$ cat config.mk
export PLATFORM = sky130hd
export DESIGN_NAME = syncdiv
export DESIGN_NICKNAME = d
export VERILOG_FILES = /design/src/rtl/syncdiv.sv
export SDC_FILE = /design/constraint.sdc
export NUM_CORES = 1
export LEC_CHECK = 0
export BUFFER_PORTS_ARGS = -buffer_cell sky130_fd_sc_hd__buf_2
export CORE_MARGIN = 3
export CORE_UTILIZATION = 40
export DETAILED_ROUTE_END_ITERATION = 10
export PLACE_DENSITY_LB_ADDON = 0.08
export SYNTH_ARGS = -nofsm -noshare
export SYNTH_HDL_FRONTEND = slang
export SYNTH_SLANG_ARGS = --single-unit
$ cat constraint.sdc
create_clock -name clk_in -period 5.61 [get_ports clk_in]
set_clock_uncertainty 0.2 [all_clocks]
set_input_delay 0.2805 -clock clk_in [delete_from_list [all_inputs] [get_ports clk_in]]
set_output_delay 0.2805 -clock clk_in [all_outputs]
set_load 0.02 [all_outputs]
$ cat src/rtl/syncdiv.sv
module syncdiv #(
  parameter int RATIO_W = 3
) (
  input  logic               clk_in,
  input  logic               rst_n,
  input  logic               cfg_wr,
  input  logic [RATIO_W-1:0] cfg_ratio,
  input  logic               cfg_sync_en,
  input  logic               cfg_sync_every,
  input  logic               cfg_duty_fix,
  input  logic               sync_in,
  output logic               clk_div,
  output logic               phase0
);

  localparam int NW = RATIO_W + 1;
  localparam logic [NW-1:0] ONE = NW'(1);

  logic [RATIO_W-1:0] cnt, cnt_nxt;
  logic [NW-1:0]      pend_n, act_n, act_nxt;
  logic               pend_fix, act_fix, act_fix_nxt;
  logic               sync_on, sync_every, armed;
  logic               sync_q, sync_d;
  logic               hi_q, hi_nxt, lo_q;

  wire sync_rise = sync_q & ~sync_d;
  wire take      = sync_rise & sync_on & (sync_every | armed);
  wire wrap      = ({1'b0, cnt} == act_n - ONE);

  always_comb begin
    if (take || wrap) begin
      cnt_nxt     = '0;
      act_nxt     = pend_n;
      act_fix_nxt = pend_fix;
    end else begin
      cnt_nxt     = cnt + 1'b1;
      act_nxt     = act_n;
      act_fix_nxt = act_fix;
    end
  end

  assign hi_nxt = (act_nxt == ONE) | ({1'b0, cnt_nxt} < (act_nxt >> 1));

  always_ff @(posedge clk_in or negedge rst_n) begin
    if (!rst_n) begin
      cnt        <= '0;
      act_n      <= ONE;
      act_fix    <= 1'b1;
      pend_n     <= ONE;
      pend_fix   <= 1'b1;
      sync_on    <= 1'b0;
      sync_every <= 1'b0;
      armed      <= 1'b1;
      sync_q     <= 1'b0;
      sync_d     <= 1'b0;
      hi_q       <= 1'b1;
    end else begin
      cnt     <= cnt_nxt;
      act_n   <= act_nxt;
      act_fix <= act_fix_nxt;
      hi_q    <= hi_nxt;
      sync_q  <= sync_in;
      sync_d  <= sync_q;
      if (cfg_wr) begin
        pend_n     <= {1'b0, cfg_ratio} + ONE;
        pend_fix   <= cfg_duty_fix;
        sync_on    <= cfg_sync_en;
        sync_every <= cfg_sync_every;
        armed      <= 1'b1;
      end else if (take && !sync_every) begin
        armed <= 1'b0;
      end
    end
  end

  always_ff @(negedge clk_in or negedge rst_n) begin
    if (!rst_n) lo_q <= 1'b0;
    else        lo_q <= hi_q;
  end

  assign clk_div = hi_q | (act_n[0] & act_fix & lo_q);
  assign phase0  = (cnt == '0);


  sync_align_chk: assert property (@(posedge clk_in) disable iff (!rst_n)
    take |=> phase0);


  oneshot_disarm_chk: assert property (@(posedge clk_in) disable iff (!rst_n)
    (take && !sync_every && !cfg_wr) |=> !armed);


  ratio_boundary_chk: assert property (@(posedge clk_in) disable iff (!rst_n)
    !$stable(act_n) |-> phase0);


  cnt_range_chk: assert property (@(posedge clk_in) disable iff (!rst_n)
    {1'b0, cnt} < act_n);


  high_start_chk: assert property (@(posedge clk_in) disable iff (!rst_n)
    $rose(hi_q) |-> phase0);


  unity_ratio_chk: assert property (@(posedge clk_in) disable iff (!rst_n)
    (act_n == ONE) |-> (phase0 && clk_div));

endmodule

# Word-level counts from Yosys, hierarchy flattened
# Index checks and enable logic that the tools add are counted.
# classes
add_sub_neg	3
magnitude_cmp	1
eq_ne	2
muxes	4
n_bitwise	9
n_reduce_logical	5
# op_table
op	count
AND 1 bit	5
adder 3 x 1 -> 4 bit, second input constant	1
equality test 3 x 4 -> 1 bit	1
equality test 4 x 1 -> 1 bit, second input constant	1
2-to-1 mux 4 bit	1
subtractor 4 x 1 -> 4 bit, second input constant	1
adder 3 x 1 -> 3 bit, second input constant	1
logical NOT 3 bit	1
less-than comparator 3 bit	1
2-to-1 mux 3 bit	1
OR 1 bit	3
2-to-1 mux 1 bit	2
nonzero test 2 bit	1
logical AND 1 bit	1
logical NOT 1 bit	1
logical OR 1 bit	1
NOT 1 bit	1
# word_totals
reg_bits	20
in_bits	10
output_inout_bits	2
wordCells	36

# Longest topological paths before layout
# Gate-level depths: netlist of the first run.
# logic_depth
word_depth	8
mapped_depth	10
mapped_depth_nobuf	9

==> impl_metrics.tcl, run 1 <==
set metrics [dict create \
    h-tree-depth 1 \
    combinationalPowerShare_pct 47.1 \
    p_sw_share_pct 35.3 \
    cp_slowest_cell "dfrtn_1" \
    cp.required_ns 5.13 \
    crit_path_max_incr_delay_ns 0.34 \
    routed_via_density 5.04 \
    ctsResizeCount 0 \
    drc_errors 0 \
    arrival_ns 3.82 \
    wl_um 1580 \
    clock-root-buffer "clkbuf_4" \
    clockBufferDepth 2 \
    ys_seq_area_share_pct 51.7 \
    hp-class "primary input to register" \
    hold_viol_final 0 \
    start_kind "register" \
    synth_edf_count 0 \
    rows 17 \
    die_h_um 55.6 \
    die_w_um 55.6 \
    clock_sinks 20 \
    dp_hpwl_um 1200 \
    syn_nets 93 \
    cts_setup_buffers 0 \
    grt_pass1_vias 630 \
    fin_tns_setup_ns 0 \
    antenna_cells 0 \
    num-nets-final 110 \
    p_int_uw 430 \
    cp-end-kind "output port" \
    grt_usage_pct 11.2 \
    clkPwrFrac_pct 17.5 \
    max_slew_margin_pct 51.1 \
    grt.overflow.total 0 \
    fin_util_pct 50.1 \
    power_density_mw_per_mm2 582 \
    dieArea_mm2 0.00309 \
    p_sw_uw 234 \
    maxSlewViolCount 0 \
    critical_path_class "register to output port" \
    syn_to_final_growth_pct 16.1 \
    rsz0062_at_grt "no" \
    wl_per_cell_um 13.0 \
    max-vdd-ir-drop_mv 0.276 \
    grt_antenna_before_repair 0 \
    synthArstFlopShare_pct 100 \
    final_cell_mix "dfrtp_1, buf_2, inv_1, ha_1, dfstp_2" \
    finalSetupViolCount 0 \
    cts_buffers 3 \
    path_cells "a31o_2 -> buf_2" \
    synth_area_um2 982 \
    crit_path_max_fanout 1 \
    core_area_mm2 0.00228 \
    postLayoutSetupSlackWorst_ns 1.31 \
    insertion_delay_ns 0.29 \
    cts_tree "yes" \
    synth_seq_cells 20 \
    max_slew.worst_pin.slew_ns 0.734 \
    seq_power_share_pct 35.4 \
    fillerInstances 212 \
    grt_pass1_wl_um 2770 \
    ant_nets 0 \
    drive_above_1_share_pct 36.6 \
    yosys_warnings 0 \
    pin_count 12 \
    drt-initial-drc-count 3 \
    syn_inst 77 \
    max_cap_violations 0 \
    initial_utilization_pct 43.2 \
    grt_max_degree 21 \
    cts.reportedPaths.clkPinSlew_ns 0.11 \
    final_common_cell "dfrtp_1" \
    status "finished, final reports clean" \
    syn_avg_cell_area_um2 12.8 \
    dr.pass1.iters 2 \
    synth_ff_type "dfrtp_1" \
    portBuffers 11 \
    preCtsSetupSlack_ns 1.63 \
    hold_buffers 3 \
    gp_routability_congestion 0.677 \
    synth_cell_type_count 28 \
    leakage_nw 0.539 \
    vias 610 \
]
==> routing by layer <==
metal / routed length (um) / vias to the layer above / share of wire [%] / track usage (%)
met5: 0 / - / 0 / 0
li1: - / 303 / - / -
met4: 12 / 0 / 0.76 / 3.13
met1: 811 / 298 / 51 / 15.1
met3: 45 / 2 / 2.9 / 2.80
met2: 708 / 7 / 45 / 17.7
==> cell usage after synthesis, types with 2 or more instances <==
library cell	instances	area (um2)
xnor2_1	3	26.3
dfstp_2	6	158
ha_1	6	75.1
xor2_1	4	35.0
and2_2	3	22.5
mux2i_1	5	50.1
a21oi_1	3	15.0
mux2_2	5	56.3
nor2_1	3	11.3
dfrtp_1	13	325
mux2_4	3	45.0
nor3_1	2	10.0
inv_1	6	22.5
==> path summary, 6_finish.rpt <==
| path | to | cells after the start | slack, ns | startpoint |
|---|---|---|---|---|
| worst max-delay path | clk_div | 2 | 1.31 | lo_q$_DFF_NN0_ |
| worst max register to register | lo_q$_DFF_NN0_ | 0 | 2.08 | hi_q$_DFF_PN1_ |
| worst min-delay path | sync_on$_DFFE_PN0P_ | 2 | 0.009 | cfg_sync_en |
| max in group asynchronous | lo_q$_DFF_NN0_ | 2 | 1.93 | rst_n |
| min in group asynchronous | act_n[1]$_DFF_PN0_ | 2 | 0.25 | rst_n |
| worst min register to register | sync_d$_DFF_PN0_ | 0 | 0.19 | sync_q$_DFF_PN0_ |
==> worst max-delay path: cells and delay by family (launching register included) <==
family | cells | cell delay (ns)
compound gates | 1 | 0.23
buf+inv | 1 | 0.15
flops | 1 | 0.34
==> registers in the layout, indices dropped and copies added, names as in the netlist <==
register and flops:
sync_every 1, hi_q 1, pend_n 4, pend_fix 1, sync_q 1, armed 1, act_n 4, sync_d 1
lo_q 1, act_fix 1, cnt 3, sync_on 1
==> cell type report <==
type | instances | area (um2) | share of cell area, %
flip-flops and latches | 20 | 508 | 44.6
multi-input cells | 49 | 437 | 38.3
repair buffers | 14 | 85.1 | 7.46
well taps | 28 | 35.0 | 3.07
clock inverters | 1 | 30.0 | 2.63
clock buffers | 3 | 22.5 | 1.98
inverters | 6 | 22.5 | 1.98
==> power by group through the flow <==
| stage | registers, mW | logic (mW) | clock network [mW] |
|---|---|---|---|
| 2_1_floorplan | 0.228 | 0.264 | 0 |
| 3_3_place_gp | 0.238 | 0.305 | 0 |
| 3_5_place_dp | 0.239 | 0.315 | 0 |
| 4_1_cts | 0.236 | 0.319 | 0.118 |
| 5_1_grt | 0.243 | 0.355 | 0.124 |
| 6_report | 0.235 | 0.313 | 0.116 |
==> metrics by stage <==
| stage | power [mW] | area, um2 | hold WS, ns | instances |
|---|---|---|---|---|
| floorplan | 0.492 | 982 | -0.215 | 77 |
| global placement | 0.544 | 1060 | 0.0493 | 114 |
| detailed placement | 0.554 | 1060 | 0.0502 | 114 |
| CTS | 0.673 | 1140 | 0.000405 | 121 |
| global route | 0.721 | 1140 | 0.00556 | 121 |
| finish | 0.664 | 1140 | 0.00903 | 121 |
==> cell families (layout without fill, tap and decap cells) <==
group / Yosys count / after routing / synth area share [%]
xor gates and xnor gates: 7 / 7 / 6.24
adders and majority gates: 6 / 6 / 7.64
and+or+nand+nor: 14 / 14 / 8.15
muxes: 13 / 13 / 15.4
DFF: 20 / 20 / 51.7
buffers and inverters: 8 / 24 / 3.82
AOI/OAI and AO/OA: 9 / 9 / 7.01
(Power assumes the default switching activity.)
==> run 2, diff against run 1 <==
- clock period: 5.61 -> 3.5 ns (I/O delays scaled with it)
==> run 2 against run 1 <==
Against the previous run:
- sequential share of layout area down 2.3 points
- global-route usage up 0.75 points
- largest power group unchanged
- worst hold slack better by 0.0012 ns
- critical path type unchanged
==> impl_metrics.tcl, run 2 (synthesis results as in run 1) <==
set metrics [dict create \
    multi_input_area_um2 437 \
    maxSlewViolCount 0 \
    max_slew.worst_pin.slew_ns 0.445 \
    grt_pass1_wl_um 2860 \
    cts_tree "yes" \
    cp-end-kind "output port" \
    drive_above_1_share_pct 33.3 \
    routed_via_density 4.88 \
    dr.pass1.iters 4 \
    arrival_ns 2.76 \
    grt_max_degree 21 \
    rows 17 \
    finalSetupViolCount 0 \
    leakage_nw 0.561 \
    gp_routability_congestion 0.738 \
    final_cell_mix "dfrtp_1, dlygate4sd3_1, buf_2" \
    clock-root-buffer "clkbuf_4" \
    h-tree-depth 1 \
    fillerInstances 203 \
    grt_pass1_vias 650 \
    grt_antenna_before_repair 0 \
    final_common_cell "dfrtp_1" \
    pin_count 12 \
    die_h_um 55.6 \
    hold_buffers 11 \
    max-vdd-ir-drop_mv 0.346 \
    syn_to_final_growth_pct 22.3 \
    hold_viol_final 0 \
    ctsResizeCount 0 \
    drt-initial-drc-count 11 \
    max_slew_margin_pct 70.3 \
    whs_path_depth 2 \
    initial_utilization_pct 43.2 \
    holdWs_ns 0.0103 \
    wl_um 1670 \
    num-nets-final 119 \
    status "finished, final reports clean" \
    power_density_mw_per_mm2 834 \
    die_w_um 55.6 \
    drc_errors 0 \
    critical_path_class "register to output port" \
    dieArea_mm2 0.00309 \
    path_cells "a31o_2 -> buf_2" \
    fin_tns_setup_ns 0 \
    portBuffers 11 \
    hp-class "primary input to register" \
    cts.reportedPaths.clkPinSlew_ns 0.10 \
    crit_path_max_fanout 1 \
    max_cap_violations 0 \
    vias 634 \
    grt.overflow.total 0 \
    antenna_cells 0 \
    clockBufferDepth 2 \
    ant_nets 0 \
    grt_usage_pct 11.9 \
    rsz0062_at_grt "no" \
    fin_util_pct 52.8 \
    worst-r2r-cell-count 9 \
    ff_latch_area_um2 508 \
    biggestRegsByFlops "act_n: 4 flops, pend_n: 4 flops, cnt: 3 flops" \
    cp.required_ns 3.12 \
    dp_hpwl_um 1180 \
    clock_sinks 20 \
    core_area_mm2 0.00228 \
    insertion_delay_ns 0.30 \
    cp_slowest_cell "dfrtn_1" \
    crit_path_max_incr_delay_ns 0.34 \
    cts_buffers 3 \
    wl_per_cell_um 12.9 \
    start_kind "register" \
    cts_setup_buffers 0 \
]
[run 2: cell count changes in the layout (fill, tap and decap cells not counted), sizes merged]
cell | previous run | this run
bufinv | 1 | 0
clkbuf | 3 | 4
dlygate4sd3 | 3 | 11
buf | 11 | 12
[run 2: area by class of cell]
type                       count  share of cell area [%]
clock buffer                   4                    2.19
sequential                    20                    42.3
tap                           28                    2.92
multi-input combinational     49                    36.4
timing repair buffer          23                    14.4
inverter                       6                    1.88
[run 2: layer usage]
metal	wire length, um	vias to the layer above	global-route usage (%)
met5	0	-	0
met4	35	0	7.29
met3	39	4	2.10
met2	730	9	17.6
met1	865	300	16.2
li1	-	321	-
[run 2: worst paths after layout]
| check | slack [ns] | end | start |
|---|---|---|---|
| max in group asynchronous | 0.99 | lo_q$_DFF_NN0_ | rst_n |
| max reg2reg | 0.72 | hi_q$_DFF_PN1_ | act_n[0]$_DFF_PN1_ |
| min in group asynchronous | 0.14 | act_n[1]$_DFF_PN0_ | rst_n |
| max | 0.37 | clk_div | lo_q$_DFF_NN0_ |
| min reg2reg | 0.19 | sync_d$_DFF_PN0_ | sync_q$_DFF_PN0_ |
| min | 0.01 | armed$_DFFE_PN1P_ | cfg_wr |
[run 2: where the power goes]
group / internal, mW / leakage, nW / total (mW) / switching, mW
sequential: 0.318 / 0.231 / 0.380 / 0.0618
clock: 0.0444 / 0.0150 / 0.113 / 0.0686
combinational: 0.269 / 0.315 / 0.509 / 0.240
[run 2: worst max-delay path: cells and delay by family (launching register included)]
kind	cells	cell delay, ns
buf+inv	1	0.15
compound gates	1	0.23
flops	1	0.34
[run 2: metrics by stage]
stage	worst slack, ns	area, um2	power [mW]	instances
after floorplan	0.790	982	0.789	77
after global placement	0.694	1060	0.881	115
after detailed placement	0.680	1060	0.884	115
after CTS	0.350	1200	1.01	130
after global routing	0.332	1200	1.09	130
final	0.367	1200	1.00	130
